$ cat config.mk
export PLATFORM = sky130hd
export DESIGN_NAME = c3c_classifier
export DESIGN_NICKNAME = d
export VERILOG_FILES = /design/src/rtl/c3c_pkg.sv /design/src/rtl/c3c_tag_store.sv /design/src/rtl/c3c_first_touch.sv /design/src/rtl/c3c_counters.sv /design/src/rtl/c3c_classifier.sv
export SDC_FILE = /design/constraint.sdc
export NUM_CORES = 1
export LEC_CHECK = 0
export BUFFER_PORTS_ARGS = -buffer_cell sky130_fd_sc_hd__buf_2
export CAP_MARGIN = 15
export CORE_ASPECT_RATIO = 1.4
export CORE_MARGIN = 1.5
export CORE_UTILIZATION = 59
export DETAILED_ROUTE_END_ITERATION = 8
export GPL_ROUTABILITY_DRIVEN = 1
export PLACE_DENSITY = 0.81
export SLEW_MARGIN = 20
export SYNTH_ARGS = -nofsm -noshare
export SYNTH_HDL_FRONTEND = slang
export SYNTH_SLANG_ARGS = --single-unit
export TNS_END_PERCENT = 5
$ cat constraint.sdc
create_clock -name clk -period 27.5 [get_ports clk]
set_clock_uncertainty 0.1 [all_clocks]
set_input_delay 2.75 -clock clk [delete_from_list [all_inputs] [get_ports clk]]
set_output_delay 2.75 -clock clk [all_outputs]
set_load 0.01 [all_outputs]
$ cat src/rtl/c3c_pkg.sv
package c3c_pkg;

  typedef enum logic [1:0] {
    CLS_HIT  = 2'b00,
    CLS_COMP = 2'b01,
    CLS_CAP  = 2'b10,
    CLS_CONF = 2'b11
  } ref_class_e;

  localparam int unsigned NUM_COUNTERS = 4;

endpackage

$ cat src/rtl/c3c_tag_store.sv
module c3c_tag_store #(
  parameter int unsigned ADDR_W = 8,
  parameter int unsigned SETS   = 4,
  parameter int unsigned WAYS   = 2
) (
  input  logic              clk,
  input  logic              rst_n,
  input  logic              acc_en,
  input  logic [ADDR_W-1:0] acc_addr,
  output logic              hit
);

  localparam int unsigned SET_BITS   = $clog2(SETS);
  localparam int unsigned TAG_W      = ADDR_W - SET_BITS;
  localparam int unsigned IDX_W      = (SET_BITS > 0) ? SET_BITS : 1;
  localparam int unsigned SETS_ALLOC = 1 << IDX_W;
  localparam int unsigned AGE_W      = (WAYS > 1) ? $clog2(WAYS) : 1;

  logic [IDX_W-1:0] set_idx;
  logic [TAG_W-1:0] acc_tag;

  logic             vld_q [SETS_ALLOC][WAYS];
  logic             vld_d [SETS_ALLOC][WAYS];
  logic [TAG_W-1:0] tag_q [SETS_ALLOC][WAYS];
  logic [AGE_W-1:0] age_q [SETS_ALLOC][WAYS];
  logic [AGE_W-1:0] age_d [SETS_ALLOC][WAYS];

  logic [WAYS-1:0]  match;
  logic [WAYS-1:0]  oldest;
  logic [AGE_W-1:0] hit_way;
  logic [AGE_W-1:0] victim_way;
  logic [AGE_W-1:0] use_way;
  logic [AGE_W-1:0] use_age;

  generate
    if (SET_BITS > 0) begin : g_multi_set
      assign set_idx = acc_addr[SET_BITS-1:0];
    end else begin : g_single_set
      assign set_idx = '0;
    end
  endgenerate

  assign acc_tag = acc_addr[ADDR_W-1:SET_BITS];

  genvar gw;
  generate
    for (gw = 0; gw < WAYS; gw++) begin : g_way
      assign match[gw]  = vld_q[set_idx][gw] && (tag_q[set_idx][gw] == acc_tag);
      assign oldest[gw] = (age_q[set_idx][gw] == AGE_W'(WAYS - 1));
    end
  endgenerate

  assign hit = |match;

  always_comb begin
    hit_way    = '0;
    victim_way = '0;
    for (int w = 0; w < WAYS; w++) begin
      if (match[w])  hit_way    = AGE_W'(w);
      if (oldest[w]) victim_way = AGE_W'(w);
    end
  end

  assign use_way = hit ? hit_way : victim_way;
  assign use_age = age_q[set_idx][use_way];

  // next state: touched way becomes youngest, younger ways age by one
  always_comb begin
    vld_d = vld_q;
    age_d = age_q;
    if (acc_en) begin
      for (int w = 0; w < WAYS; w++) begin
        if (AGE_W'(w) == use_way) begin
          age_d[set_idx][w] = '0;
        end else if (age_q[set_idx][w] < use_age) begin
          age_d[set_idx][w] = age_q[set_idx][w] + 1'b1;
        end
      end
      if (!hit) vld_d[set_idx][use_way] = 1'b1;
    end
  end

  always_ff @(posedge clk or negedge rst_n) begin
    if (!rst_n) begin
      for (int s = 0; s < SETS_ALLOC; s++) begin
        for (int w = 0; w < WAYS; w++) begin
          vld_q[s][w] <= 1'b0;
          age_q[s][w] <= AGE_W'(w);
        end
      end
    end else if (acc_en) begin
      vld_q <= vld_d;
      age_q <= age_d;
    end
  end

  // tag array carries no reset; valid bits qualify it
  always_ff @(posedge clk) begin
    if (acc_en && !hit) begin
      tag_q[set_idx][use_way] <= acc_tag;
    end
  end

  // a tag may sit in only one way of a set
  assert_single_match_R5: assert property (@(posedge clk) disable iff (!rst_n)
    acc_en |-> $onehot0(match));

  // recency ages stay a permutation, so exactly one way is the LRU
  assert_lru_unique_R8: assert property (@(posedge clk) disable iff (!rst_n)
    acc_en |-> ($countones(oldest) == 1));

  // a referenced block is resident right after the access
  assert_fill_resident_R8: assert property (@(posedge clk) disable iff (!rst_n)
    acc_en |=> (vld_q[$past(set_idx)][$past(use_way)] &&
                (tag_q[$past(set_idx)][$past(use_way)] == $past(acc_tag))));

endmodule

$ cat src/rtl/c3c_first_touch.sv
module c3c_first_touch #(
  parameter int unsigned ADDR_W = 8
) (
  input  logic              clk,
  input  logic              rst_n,
  input  logic              mark_en,
  input  logic [ADDR_W-1:0] mark_addr,
  output logic              seen
);

  localparam int unsigned BLOCKS = 1 << ADDR_W;

  logic [BLOCKS-1:0] seen_q;
  logic [BLOCKS-1:0] seen_d;

  assign seen = seen_q[mark_addr];

  always_comb begin
    seen_d = seen_q;
    if (mark_en) seen_d[mark_addr] = 1'b1;
  end

  always_ff @(posedge clk or negedge rst_n) begin
    if (!rst_n) begin
      seen_q <= '0;
    end else if (mark_en) begin
      seen_q <= seen_d;
    end
  end

  // once referenced, a block stays marked until reset
  assert_mark_sticks_R3: assert property (@(posedge clk) disable iff (!rst_n)
    mark_en |=> seen_q[$past(mark_addr)]);

endmodule

$ cat src/rtl/c3c_counters.sv
module c3c_counters
  import c3c_pkg::*;
#(
  parameter int unsigned CNT_W = 32
) (
  input  logic             clk,
  input  logic             rst_n,
  input  logic             rec_en,
  input  ref_class_e       rec_cls,
  output logic [CNT_W-1:0] cnt_total,
  output logic [CNT_W-1:0] cnt_comp,
  output logic [CNT_W-1:0] cnt_cap,
  output logic [CNT_W-1:0] cnt_conf
);

  localparam logic [CNT_W-1:0] CNT_MAX = {CNT_W{1'b1}};

  logic [1:0]             cls_bits;
  logic [NUM_COUNTERS-1:0] bump;
  logic [CNT_W-1:0]       cnt_q [NUM_COUNTERS];
  logic [CNT_W-1:0]       cnt_d [NUM_COUNTERS];

  assign cls_bits = rec_cls;

  genvar gk;
  generate
    for (gk = 0; gk < NUM_COUNTERS; gk++) begin : g_cnt
      if (gk == 0) begin : g_total
        assign bump[gk] = rec_en;
      end else begin : g_class
        assign bump[gk] = rec_en && (cls_bits == 2'(gk));
      end

      always_comb begin
        cnt_d[gk] = cnt_q[gk];
        if (bump[gk] && (cnt_q[gk] != CNT_MAX)) cnt_d[gk] = cnt_q[gk] + 1'b1;
      end

      always_ff @(posedge clk or negedge rst_n) begin
        if (!rst_n) begin
          cnt_q[gk] <= '0;
        end else if (bump[gk]) begin
          cnt_q[gk] <= cnt_d[gk];
        end
      end

      // a full counter stays full
      assert_no_overflow_R10: assert property (@(posedge clk) disable iff (!rst_n)
        (cnt_q[gk] == CNT_MAX) |=> (cnt_q[gk] == CNT_MAX));

      // a counter moves by at most one per cycle
      assert_count_step_R9: assert property (@(posedge clk) disable iff (!rst_n)
        1'b1 |=> ((cnt_q[gk] == $past(cnt_q[gk])) ||
                  (cnt_q[gk] == $past(cnt_q[gk]) + 1'b1)));
    end
  endgenerate

  assign cnt_total = cnt_q[0];
  assign cnt_comp  = cnt_q[1];
  assign cnt_cap   = cnt_q[2];
  assign cnt_conf  = cnt_q[3];

  // misses never outnumber references while the total is below saturation
  assert_miss_sum_R9: assert property (@(posedge clk) disable iff (!rst_n)
    (cnt_total != CNT_MAX) |->
      ((CNT_W+2)'(cnt_comp) + (CNT_W+2)'(cnt_cap) + (CNT_W+2)'(cnt_conf)
        <= (CNT_W+2)'(cnt_total)));

endmodule

$ cat src/rtl/c3c_classifier.sv
module c3c_classifier
  import c3c_pkg::*;
#(
  parameter int unsigned ADDR_W = 8,
  parameter int unsigned WAYS   = 2,
  parameter int unsigned LINES  = 8,
  parameter int unsigned CNT_W  = 32
) (
  input  logic              clk,
  input  logic              rst_n,
  input  logic              ref_valid,
  input  logic [ADDR_W-1:0] ref_blk,
  output logic              cls_valid,
  output logic [1:0]        cls_code,
  output logic [CNT_W-1:0]  cnt_refs,
  output logic [CNT_W-1:0]  cnt_compulsory,
  output logic [CNT_W-1:0]  cnt_capacity,
  output logic [CNT_W-1:0]  cnt_conflict
);

  localparam int unsigned SETS = LINES / WAYS;

  logic       rst_meta_q;
  logic       rst_sync_q;
  logic       real_hit;
  logic       shadow_hit;
  logic       seen;
  ref_class_e cls_d;
  ref_class_e cls_q;
  logic       cls_valid_q;

  // asynchronous assert, synchronous release
  always_ff @(posedge clk or negedge rst_n) begin
    if (!rst_n) begin
      rst_meta_q <= 1'b0;
      rst_sync_q <= 1'b0;
    end else begin
      rst_meta_q <= 1'b1;
      rst_sync_q <= rst_meta_q;
    end
  end

  c3c_tag_store #(
    .ADDR_W (ADDR_W),
    .SETS   (SETS),
    .WAYS   (WAYS)
  ) u_real (
    .clk      (clk),
    .rst_n    (rst_sync_q),
    .acc_en   (ref_valid),
    .acc_addr (ref_blk),
    .hit      (real_hit)
  );

  c3c_tag_store #(
    .ADDR_W (ADDR_W),
    .SETS   (1),
    .WAYS   (LINES)
  ) u_shadow (
    .clk      (clk),
    .rst_n    (rst_sync_q),
    .acc_en   (ref_valid),
    .acc_addr (ref_blk),
    .hit      (shadow_hit)
  );

  c3c_first_touch #(
    .ADDR_W (ADDR_W)
  ) u_touch (
    .clk       (clk),
    .rst_n     (rst_sync_q),
    .mark_en   (ref_valid),
    .mark_addr (ref_blk),
    .seen      (seen)
  );

  always_comb begin
    if (!seen) begin
      cls_d = CLS_COMP;
    end else if (real_hit) begin
      cls_d = CLS_HIT;
    end else if (shadow_hit) begin
      cls_d = CLS_CONF;
    end else begin
      cls_d = CLS_CAP;
    end
  end

  always_ff @(posedge clk or negedge rst_sync_q) begin
    if (!rst_sync_q) begin
      cls_valid_q <= 1'b0;
    end else begin
      cls_valid_q <= ref_valid;
    end
  end

  always_ff @(posedge clk or negedge rst_sync_q) begin
    if (!rst_sync_q) begin
      cls_q <= CLS_HIT;
    end else if (ref_valid) begin
      cls_q <= cls_d;
    end
  end

  c3c_counters #(
    .CNT_W (CNT_W)
  ) u_cnt (
    .clk       (clk),
    .rst_n     (rst_sync_q),
    .rec_en    (ref_valid),
    .rec_cls   (cls_d),
    .cnt_total (cnt_refs),
    .cnt_comp  (cnt_compulsory),
    .cnt_cap   (cnt_capacity),
    .cnt_conf  (cnt_conflict)
  );

  assign cls_valid = cls_valid_q;
  assign cls_code  = cls_q;

  // output strobe follows the input strobe by exactly one cycle
  assert_valid_delay_R2: assert property (@(posedge clk) disable iff (!rst_sync_q)
    1'b1 |=> (cls_valid == $past(ref_valid)));

  // an untouched block can never be found in the modelled cache
  assert_untouched_miss_R3: assert property (@(posedge clk) disable iff (!rst_sync_q)
    (ref_valid && !seen) |-> !real_hit);

  // idle cycles leave the reference count unchanged
  assert_idle_hold_R2: assert property (@(posedge clk) disable iff (!rst_sync_q)
    !ref_valid |=> $stable(cnt_refs));

endmodule

==> key figures <==
Critical path
  • Crit. path cell count: 18
  • Kind of cell adding the most delay to the critical path: simple AND/OR/NAND/NOR gates
  • Arrival @ worst endpoint: between 7 and 8 ns
  • Worst path bufs/invs: 3
  • CP Launch Type: input port
  • Worst path cell trace: buf_4 -> buf_4 -> xnor2_1 -> nand4_1 -> nor3_1 -> or4_1 -> or2_2 -> mux2i_1 -> buf_4 -> a211oi_1 -> a21oi_1 -> a21oi_1 -> ha_1 -> nor2_1 -> o221ai_1 -> o211ai_1 -> and3_1 -> a22o_1
  • Slowest stage delay, CP: approximately 0.77 ns
  • Slowest-stage cell, CP: buf_4
  • WS Path Type: input port to register
  • Peak fanout along the critical path: 62
  • Setup crit end kind: register
  • Most common cell on crit path: buf_4
  • Critical Path RT: 27.86 ns
  • FF-to-FF path depth: 16

Place
  • Setup WS pre-CTS: 19.42 ns
  • Area post-placement: 25600 µm²
  • RD Place Congestion: between 0.8 and 0.9
  • IO Port Bufs: 141
  • HPWL after DPL: around 34000 µm

Detailed routing
  • Avg Vias per Cell: about 6
  • DR DRC count: 0
  • Vias: 15622
  • Iter 0 DRT Violations: 1272
  • Wire per inst: 20.9 µm
  • Antenna Nets Post-Route: 0
  • DRT Pass-1 Iters: 5
  • WL final: 53800 µm

Status
  • Outcome: complete, no violations

Timing
  • RSZ-0062 raised after global routing: no
  • Finish-stage setup viols: 0
  • Min Tclk post-route: between 7 and 8 ns
  • Fin. Hold Viols: 0
  • Worst slew margin: between 20% and 30%
  • Max-slew violations: 0
  • Hold_ws: 0.171 ns
  • Max Freq: 0.134 GHz
  • Pin slew with the least headroom to its limit: 1.06 ns
  • Final WS setup: 20.03 ns
  • Fin crit share: 27.2%
  • Setup TNS: 0 ns

Floorplanning
  • Initial Utilization: between 60% and 70%
  • Row cnt: 87
  • Core Area: 40500 µm²
  • # IOs: 142
  • Die Span Y: ~240 µm
  • Die width: 175 µm
  • Die Area: approximately 42000 µm²

Logic synthesis
  • Ys async rst share: 79.6%
  • Register area share after synthesis: 58.9%
  • Post-Syn Nets: around 1900
  • Distinct cells, synth: 54
  • Area share of the largest cell type after synthesis: 43.3%
  • Post-synth EDFFs: 112
  • Synth area leader: dfrtp_1
  • Synthesis warning total: 0
  • Cell area after synthesis: between 20000 and 25000 µm²
  • Synth Instances: 1863
  • Flops & latches, synth: 549
  • Synth Area per Inst: 13.1 µm²
  • Top cells by area, synth: dfrtp_1, edfxtp_1, mux4_2
  • Ys flop type: dfrtp_1

GRT
  • Global-route usage over all layers: 26.0%
  • Largest net degree at the start of global routing: 86
  • Initial antenna violation count: 0
  • Grt ovf: 0
  • First-pass GRT wire length: a little under 90000 µm
  • Vias in the first global route: around 16000

Layout
  • Fill cell count: 2838
  • Nets: 2040
  • Share of cells above drive strength 1: around a fifth
  • Syn-to-layout area delta: 12.2%
  • Final instance area: 27300 µm²
  • # diodes: 0

Clock network
  • CTS Hold Bufs: 0
  • Clock slew at reported path FFs: 0.06 ns
  • Clock sink total: roughly 550
  • CTS tree: done
  • Post-CTS setup buffer count: 0
  • Cts repair resizes: 0
  • Num CTS Buffers: 50
  • Buffer levels on the longest clock path: 3
  • Worst-Skew Late Latency: 0.58 ns
  • Root Buffer: clkbuf_16
  • H-tree levels: 2

Power and ir drop
  • Pleak: 13.3 nW
  • Peak supply drop: 0.0527 mV
  • P per Cell Area: 78.6 nW/µm²

Run
  • Maximum Capacitance Violations: 0

Hold path
  • Worst Hold Class: register to async pin
## path summary, 6_finish.rpt
| path | from | to | slack (ns) |
|---|---|---|---|
| max | ref_blk[1] | u_shadow.age_q[46]$_DFFE_PN0P_ | 20.03 |
| min | rst_sync_q$_DFF_PN0_ | u_cnt.cnt_total[23]$_DFFE_PN0P_ | 0.17 |
| max reg2reg | u_shadow.age_q[33]$_DFFE_PN0P_ | u_shadow.age_q[46]$_DFFE_PN0P_ | 22.74 |
| min reg2reg | rst_sync_q$_DFF_PN0_ | u_cnt.cnt_total[23]$_DFFE_PN0P_ | 0.17 |
| max in group asynchronous | rst_sync_q$_DFF_PN0_ | u_cnt.cnt_cap[13]$_DFFE_PN0P_ | 23.69 |
| min in group clk | rst_meta_q$_DFF_PN0_ | rst_sync_q$_DFF_PN0_ | 0.26 |
## where the power goes
group | internal (mW) | leakage [nW] | switching [mW] | total (mW)
sequential | 0.924 | 6.82 | 0.0617 | 0.986
combinational | 0.188 | 5.65 | 0.263 | 0.450
clock | 0.405 | 0.820 | 0.304 | 0.709
## logic make-up (layout without fill, tap and decap cells)
kind of cell	Yosys count	after routing	synth area share (%)
and+or+nand+nor	486	486	9.67
other	1	1	0.0154
AOI/OAI and AO/OA	350	350	10.6
DFF	549	549	58.9
xor gates and xnor gates	200	200	7.20
adders and majority gates	27	27	1.39
buffers and inverters	135	315	2.31
muxes	115	115	9.96
## through the flow
stage                     power (mW)  std cells  util [%]
final                           2.15       2577      67.4
after global routing            2.25       2577      67.4
after CTS                       2.15       2577      67.4
after detailed placement        1.44       2484      63.2
after global placement          1.41       2484      63.2
after floorplan                 1.32       1863         -
## synth_stat cells (all sizes together) (27+ instances only)
master and instances:
dfrtp 421, nand3 65, edfxtp 112, xnor2 150, inv 43, buf 34, ha 27, a21o 180
nor2 111, xor2 50, nor3 39, mux4 101, clkbuf 58, o21bai 83, nand4 36, nand2 130
and3 32
## per-layer routing
layer	track usage, %	vias to the layer above	routed length [µm]
li1	-	6973	-
met5	0	-	0
met2	45.6	521	28100
met4	10.8	0	1980
met3	3.70	133	2630
met1	32.5	7995	21100
## state kept, by name, indices dropped and copies added (netlist names)
| signal | cells |
|---|---|
| u_shadow.tag_q | 64 |
| cls_valid | 1 |
| u_real.tag_q | 48 |
| u_shadow.age_q | 24 |
| u_cnt.cnt_conf | 32 |
| u_shadow.vld_q | 8 |
| u_cnt.cnt_comp | 32 |
| u_cnt.cnt_total | 32 |
| u_touch.seen_q | 256 |
| rst_meta_q | 1 |
| cls_code | 2 |
| u_cnt.cnt_cap | 32 |
| rst_sync_q | 1 |
| u_real.age_q | 8 |
| u_real.vld_q | 8 |
## final cells by class
cell class,count,area (µm²),share of cell area (%)
tap,534,668,2.45
multi-input combinational,1179,9450,34.6
sequential,549,14300,52.5
clock inverter,25,259,0.949
clock buffer,68,1430,5.24
timing repair buffer,179,1000,3.68
inverter,43,161,0.591
## cell usage in the layout (no fill, tap or decap), types with 9 or more instances in the layout
master,n
a21o_1,180
a21oi_1,11
and3_1,32
buf_2,139
buf_4,38
clkbuf_16,51
clkbuf_8,9
dfrtp_1,420
dfstp_2,16
edfxtp_1,112
ha_1,27
inv_1,43
mux2i_1,9
mux4_2,101
nand2_1,129
nand3_1,65
nand4_1,36
nor2_1,108
nor3_1,38
o211ai_1,10
o21a_1,9
o21ai_0,21
o21bai_1,83
or2_2,26
or3_1,9
xnor2_1,150
xor2_1,50
No activity file was read; power rests on OpenSTA's default activity.
